### src/rtl/lsw_pkg.sv
package lsw_pkg;
   typedef enum logic {
      LNK_SILENT = 1'b0,
      LNK_ACTIVE = 1'b1
   } lnk_state_e;
endpackage

### src/rtl/lsw_tick_div.sv
// Service-tick divider: one tick every max(div_val,1) byte clocks.
module lsw_tick_div #(
   parameter int DIV_W = 8
) (
   input  logic             clk,
   input  logic             rst_n,
   input  logic [DIV_W-1:0] div_val,
   output logic             tick
);
   logic [DIV_W-1:0] cnt_q;
   logic [DIV_W-1:0] eff_div;

   initial begin
      assert (DIV_W >= 1) else $error("lsw_tick_div: DIV_W must be at least 1");
   end

   assign eff_div = (div_val == '0) ? DIV_W'(1) : div_val;
   assign tick    = (cnt_q >= eff_div - DIV_W'(1));

   always_ff @(posedge clk or negedge rst_n) begin
      if (!rst_n)    cnt_q <= '0;
      else if (tick) cnt_q <= '0;
      else           cnt_q <= cnt_q + DIV_W'(1);
   end


   tick_spacing_chk: assert property (@(posedge clk) disable iff (!rst_n)
      (tick && eff_div != DIV_W'(1) && $stable(div_val)) |=> !tick);
endmodule

### src/rtl/lsw_silence_timer.sv
// Counts service ticks during the silent state, 410 ticks per unit.
module lsw_silence_timer #(
   parameter int SIL_W    = 4,
   parameter int SIL_UNIT = 410
) (
   input  logic             clk,
   input  logic             rst_n,
   input  logic             run,
   input  logic             tick,
   input  logic [SIL_W-1:0] sil_val,
   output logic             done
);
   localparam int SIL_CW = SIL_W + $clog2(SIL_UNIT + 1);

   logic [SIL_CW-1:0] cnt_q;
   logic [SIL_CW-1:0] target;
   logic [SIL_W-1:0]  eff_sil;

   initial begin
      assert (SIL_UNIT >= 1) else $error("lsw_silence_timer: SIL_UNIT must be positive");
      assert (SIL_W >= 1)    else $error("lsw_silence_timer: SIL_W must be at least 1");
   end

   assign eff_sil = (sil_val == '0) ? SIL_W'(1) : sil_val;
   assign target  = SIL_CW'(eff_sil) * SIL_CW'(SIL_UNIT);
   assign done    = run && tick && (cnt_q >= target - SIL_CW'(1));

   always_ff @(posedge clk or negedge rst_n) begin
      if (!rst_n)            cnt_q <= '0;
      else if (!run || done) cnt_q <= '0;
      else if (tick)         cnt_q <= cnt_q + SIL_CW'(1);
   end


   silence_run_chk: assert property (@(posedge clk) disable iff (!rst_n)
      !run |=> cnt_q == '0);
endmodule

### src/rtl/lsw_idle_watchdog.sv
// Counts service ticks since the last IDLE; expires after 3*M ticks.
module lsw_idle_watchdog #(
   parameter int LTO_W    = 8,
   parameter int LTO_UNIT = 3
) (
   input  logic             clk,
   input  logic             rst_n,
   input  logic             armed,
   input  logic             tick,
   input  logic             idle_rx,
   input  logic [LTO_W-1:0] lto_val,
   output logic             expire
);
   localparam int LTO_CW = LTO_W + $clog2(LTO_UNIT + 1);

   logic [LTO_CW-1:0] cnt_q;
   logic [LTO_CW-1:0] target;
   logic [LTO_W-1:0]  eff_lto;

   initial begin
      assert (LTO_UNIT >= 1) else $error("lsw_idle_watchdog: LTO_UNIT must be positive");
      assert (LTO_W >= 1)    else $error("lsw_idle_watchdog: LTO_W must be at least 1");
   end

   assign eff_lto = (lto_val == '0) ? LTO_W'(1) : lto_val;
   assign target  = LTO_CW'(eff_lto) * LTO_CW'(LTO_UNIT);
   assign expire  = armed && tick && !idle_rx && (cnt_q >= target - LTO_CW'(1));

   always_ff @(posedge clk or negedge rst_n) begin
      if (!rst_n)                          cnt_q <= '0;
      else if (!armed || idle_rx || expire) cnt_q <= '0;
      else if (tick)                       cnt_q <= cnt_q + LTO_CW'(1);
   end


   wd_disarm_chk: assert property (@(posedge clk) disable iff (!rst_n)
      expire |=> !expire);
endmodule

### src/rtl/link_silence_watchdog.sv
module link_silence_watchdog
   import lsw_pkg::*;
#(
   parameter int DIV_W    = 8,
   parameter int SIL_W    = 4,
   parameter int LTO_W    = 8,
   parameter int SIL_UNIT = 410,
   parameter int LTO_UNIT = 3,
   parameter bit REG_DRV  = 1'b1
) (
   input  logic             byte_clk,
   input  logic             rst_n,
   input  logic [DIV_W-1:0] div_val,
   input  logic [SIL_W-1:0] sil_val,
   input  logic [LTO_W-1:0] lto_val,
   input  logic             idle_rx,
   output logic             drv_en,
   output logic             link_state,
   output logic             link_fault
);
   lnk_state_e state_q, state_d;
   logic       tick, sil_done, wd_exp, fault_q;

   lsw_tick_div #(.DIV_W(DIV_W)) u_tick (
      .clk(byte_clk), .rst_n(rst_n), .div_val(div_val), .tick(tick));

   lsw_silence_timer #(.SIL_W(SIL_W), .SIL_UNIT(SIL_UNIT)) u_sil (
      .clk(byte_clk), .rst_n(rst_n), .run(state_q == LNK_SILENT),
      .tick(tick), .sil_val(sil_val), .done(sil_done));

   lsw_idle_watchdog #(.LTO_W(LTO_W), .LTO_UNIT(LTO_UNIT)) u_wd (
      .clk(byte_clk), .rst_n(rst_n), .armed(state_q == LNK_ACTIVE),
      .tick(tick), .idle_rx(idle_rx), .lto_val(lto_val), .expire(wd_exp));

   always_comb begin
      state_d = state_q;
      unique case (state_q)
         LNK_SILENT: if (sil_done) state_d = LNK_ACTIVE;
         LNK_ACTIVE: if (wd_exp)   state_d = LNK_SILENT;
         default:    state_d = LNK_SILENT;
      endcase
   end

   always_ff @(posedge byte_clk or negedge rst_n) begin
      if (!rst_n) begin
         state_q <= LNK_SILENT;
         fault_q <= 1'b0;
      end else begin
         state_q <= state_d;
         fault_q <= fault_q | wd_exp;
      end
   end

   generate
      if (REG_DRV) begin : g_drv_reg
         logic drv_q;
         always_ff @(posedge byte_clk or negedge rst_n) begin
            if (!rst_n) drv_q <= 1'b0;
            else        drv_q <= (state_d == LNK_ACTIVE);
         end
         assign drv_en = drv_q;
      end else begin : g_drv_comb
         assign drv_en = (state_q == LNK_ACTIVE);
      end
   endgenerate

   assign link_state = state_q;
   assign link_fault = fault_q;


   silent_hold_chk: assert property (@(posedge byte_clk) disable iff (!rst_n)
      (state_q == LNK_SILENT && !sil_done) |=> state_q == LNK_SILENT);

   expire_to_silent_chk: assert property (@(posedge byte_clk) disable iff (!rst_n)
      wd_exp |=> (state_q == LNK_SILENT && link_fault && !drv_en));

   fault_sticky_chk: assert property (@(posedge byte_clk) disable iff (!rst_n)
      link_fault |=> link_fault);

   idle_blocks_fault_chk: assert property (@(posedge byte_clk) disable iff (!rst_n)
      (idle_rx && !link_fault) |=> !link_fault);

   drv_match_chk: assert property (@(posedge byte_clk) disable iff (!rst_n)
      drv_en == link_state);
endmodule

### config.mk
export PLATFORM = sky130hd
export DESIGN_NAME = link_silence_watchdog
export DESIGN_NICKNAME = d
export VERILOG_FILES = /design/src/rtl/lsw_pkg.sv /design/src/rtl/lsw_tick_div.sv /design/src/rtl/lsw_silence_timer.sv /design/src/rtl/lsw_idle_watchdog.sv /design/src/rtl/link_silence_watchdog.sv
export SDC_FILE = /design/constraint.sdc
export NUM_CORES = 1
export LEC_CHECK = 0
export ABC_AREA = 1
export ABC_CLOCK_PERIOD_IN_PS = 1700
export BUFFER_PORTS_ARGS = -buffer_cell sky130_fd_sc_hd__buf_2
export CORE_MARGIN = 1.5
export CORE_UTILIZATION = 57
export DETAILED_ROUTE_END_ITERATION = 10
export PLACE_DENSITY_LB_ADDON = 0.12
export SLEW_MARGIN = 5
export SYNTH_ARGS = -nofsm -noshare
export SYNTH_HDL_FRONTEND = slang
export SYNTH_SLANG_ARGS = --single-unit
### constraint.sdc
create_clock -name byte_clk -period 1.7 [get_ports byte_clk]
set_input_delay 0.34 -clock byte_clk [delete_from_list [all_inputs] [get_ports byte_clk]]
set_output_delay 0.34 -clock byte_clk [all_outputs]
set_load 0.01 [all_outputs]
==> results.yml <==
clocking:
  hold_buffers: 0
  clk_pin_slew_worst_paths_ps: 80
  htree_levels: 2
  numCtsBuffers: 5
  cts_tree: "yes"
  clk-insertion-delay-late_ps: 300
  cts.sinks: 33
  cts_root_buf: "clkbuf_8"
  clock_path_buffers: 2
logic_synthesis:
  avgSynthCellArea_um2: 6.96
  synthCells: 580
  syn-cell-area_mm2: 0.00404
  synth_nets: 667
  ys_ff_latch: 33
  yosysSeqAreaShare: 0.205
  synth_cell_types: 43
  yosysWarnings: 0
placed_design:
  dp_cells: 810
  placed_area_mm2: 0.00534
  pre_cts_slack_ps: -2690
  gp_congestion: 0.837
  dp.final_hpwl_um: 7960
  port_buffers: 25
critical_path:
  r2r.worst_path.cells: 9
  required_ps: 1920
  worstPathArrival_ps: 4140
  worstSetupPathType: "input port to flip-flop"
  crit_path_start: "sil_val[2]"
  setup.worst_path.start_class: "input port"
  crit_slowest_cell: "fa_2"
  rr_endpoint: "u_wd.cnt_q[5]"
  critPathMaxFanout: 7
  cp_num_buf_inv: 6
  cpPeakStageDelay_ps: 580
  ff2ff_setup_slack_ps: -400
  r2r_start: "u_tick.cnt_q[5]"
  crit_path_end_kind: "flip-flop"
  crit_family: "adder cells"
  path_common_cell: "nor2_1"
timing:
  fmax_mhz: 255
  finalCriticalPeriod_ps: 3920
  rsz0062_at_grt: "true"
  max-slew-margin-rel: 0.656
  setup_viol: 33
  slew_viol_final: 0
  timing.final.crit_share: 2.31
  worst_pin_slew_ps: 515
  hold_viol: 0
  fin_ws_ps: -2220
  fin_worst_skew_ps: 6.51
pwr:
  power_frac_seq: 0.206
  ir_drop_mv: 0.892
  power_switching_mw: 2.39
  power_density_mw_per_mm2: 911
  comb_power_share: 0.650
  swShare: 0.435
  finalPower_mw: 5.50
  p_leak_nw: 3.13
  p_int_mw: 3.11
  clockPowerShare: 0.145
route:
  firstDrtPassIters: 5
  vias_per_cell: 5.51
  wl_per_cell_um: 15.2
  drcViolationCount: 0
  totalWireLength_um: 12700
  drt_iter0_drc: 195
  detail-route-antenna-nets: 0
  num_vias: 4601
cells_and_area:
  finalInstanceArea_mm2: 0.00604
  area_growth_pct: 49.6
  layout.nets: 825
  n_antenna_cell: 0
  fillerInstances: 345
  fin_cells: 835
  final_common_cell: "nand2_1"
  final_util: 0.884
  drive_gt1_frac: 0.395
  final_cell_mix: "nand2_1 (123), buf_4 (120), inv_1 (74), ha_1 (47), dfrtp_1 (33)"
die:
  die_width_um: 87.2
  die_h_um: 87.2
  ios: 26
  core_mm2: 0.00683
  rows: 30
  dieArea_mm2: 0.00760
  start_util: 0.591
job:
  cap_violations: 0
grt:
  grt_pass1_wl_um: 19400
  grt_antenna_before_repair: 0
  grt_max_degree: 34
  gr-total-overflow: 0
  grt_pass1_vias: 4490
  grtUsageTotal: 0.318
run_status:
  violations: "negative setup slack"
  status: "finished with violations"
min_path:
  min_path_type: "input port to async pin"
stage by stage:
stage	hold slack, ps	TNS, ps
after floorplan	44.4	-50300
after global placement	393	-59870
after detailed placement	400	-65980
after CTS	88.9	-51290
after global routing	109	-58950
final	67.0	-54130
area by class of cell:
| cell class | count | area (um^2) | share of cell area |
|---|---|---|---|
| sequential | 33 | 826 | 0.137 |
| clock inverter | 1 | 30.0 | 0.00497 |
| clock buffer | 7 | 86.3 | 0.0143 |
| timing repair buffer | 158 | 1250 | 0.207 |
| multi-input combinational | 442 | 3320 | 0.549 |
| inverter | 98 | 408 | 0.0676 |
| tap | 96 | 120 | 0.0199 |
sequential cells by signal, summed over array words and instances (netlist names):
| register | cells |
|---|---|
| u_wd.cnt_q | 10 |
| link_fault | 1 |
| u_sil.cnt_q | 13 |
| u_tick.cnt_q | 8 |
| drv_en | 1 |
worst register-to-register path: stages, from the launching register on:
cell      delay (ps)
dfrtp_1          390
ha_1             310
a21oi_1          160
nor2_2            50
a211oi_2         210
nand3_2          180
buf_6            180
inv_4             70
nand2_1          200
o21ai_1          260
power groups by stage:
stage	registers (mW)	logic, mW	clock network (mW)
2_1_floorplan	1.16	1.65	0
3_3_place_gp	1.12	2.58	0
3_5_place_dp	1.12	2.72	0
4_1_cts	1.12	3.34	0.792
5_1_grt	1.15	3.87	0.831
6_report	1.13	3.58	0.795
per-layer routing:
| layer | wire length [um] | vias to the layer above | GRT usage |
|---|---|---|---|
| li1 | - | 2210 | - |
| met1 | 4780 | 2172 | 0.349 |
| met2 | 6880 | 169 | 0.628 |
| met3 | 559 | 50 | 0.0398 |
| met4 | 440 | 0 | 0.0967 |
| met5 | 0 | - | 0 |
logic make-up after synthesis:
family                     synth area share
AOI/OAI and AO/OA                    0.0834
adders and majority gates             0.202
and+or+nand+nor                       0.325
buffers and inverters                 0.101
DFF                                   0.205
xor gates and xnor gates             0.0846
how the worst max path moves through the flow:
stage	slack, ps	depth (start not counted)	end
global route	-2440	29	u_sil.cnt_q[0]
global placement	-2440	29	u_sil.cnt_q[0]
finish	-2220	27	u_sil.cnt_q[0]
detailed placement	-2690	29	u_sil.cnt_q[0]
CTS	-2190	27	u_sil.cnt_q[0]
floorplan	-2260	25	u_sil.cnt_q[10]
timing repair:
| action | CTS | global route |
|---|---|---|
| gates resized for setup | 91 | 31 |
| setup endpoints to repair | 33 | 33 |
| pin swaps | 25 | 7 |
| gates cloned | 1 | 0 |
| setup buffers | 14 | 4 |
cell usage after synthesis (all sizes together):
cell           n  area share
clkbuf         2      0.0019
and3           1      0.0016
o21a           1      0.0019
inv           98       0.091
a21oi         23       0.031
ha            62        0.19
o221ai         1      0.0022
nand2        145        0.14
o21bai         1      0.0019
dlygate4sd1    1      0.0022
fa             2      0.0099
xor2          31       0.067
a21boi         2      0.0037
or2            3      0.0046
buf            4      0.0056
o21ai         20       0.027
a31oi          1      0.0031
o211ai         1      0.0019
o31ai          2      0.0037
nand3         45       0.064
xnor2          8       0.017
nor3b          1      0.0019
nor4           4      0.0062
a21o           1      0.0019
o311ai         1      0.0022
a211oi         1      0.0031
nor3          14       0.020
dfrtp         33        0.20
nand4         16       0.025
nand3b         9       0.017
nor2          46       0.046
(Power assumes the default switching activity.)
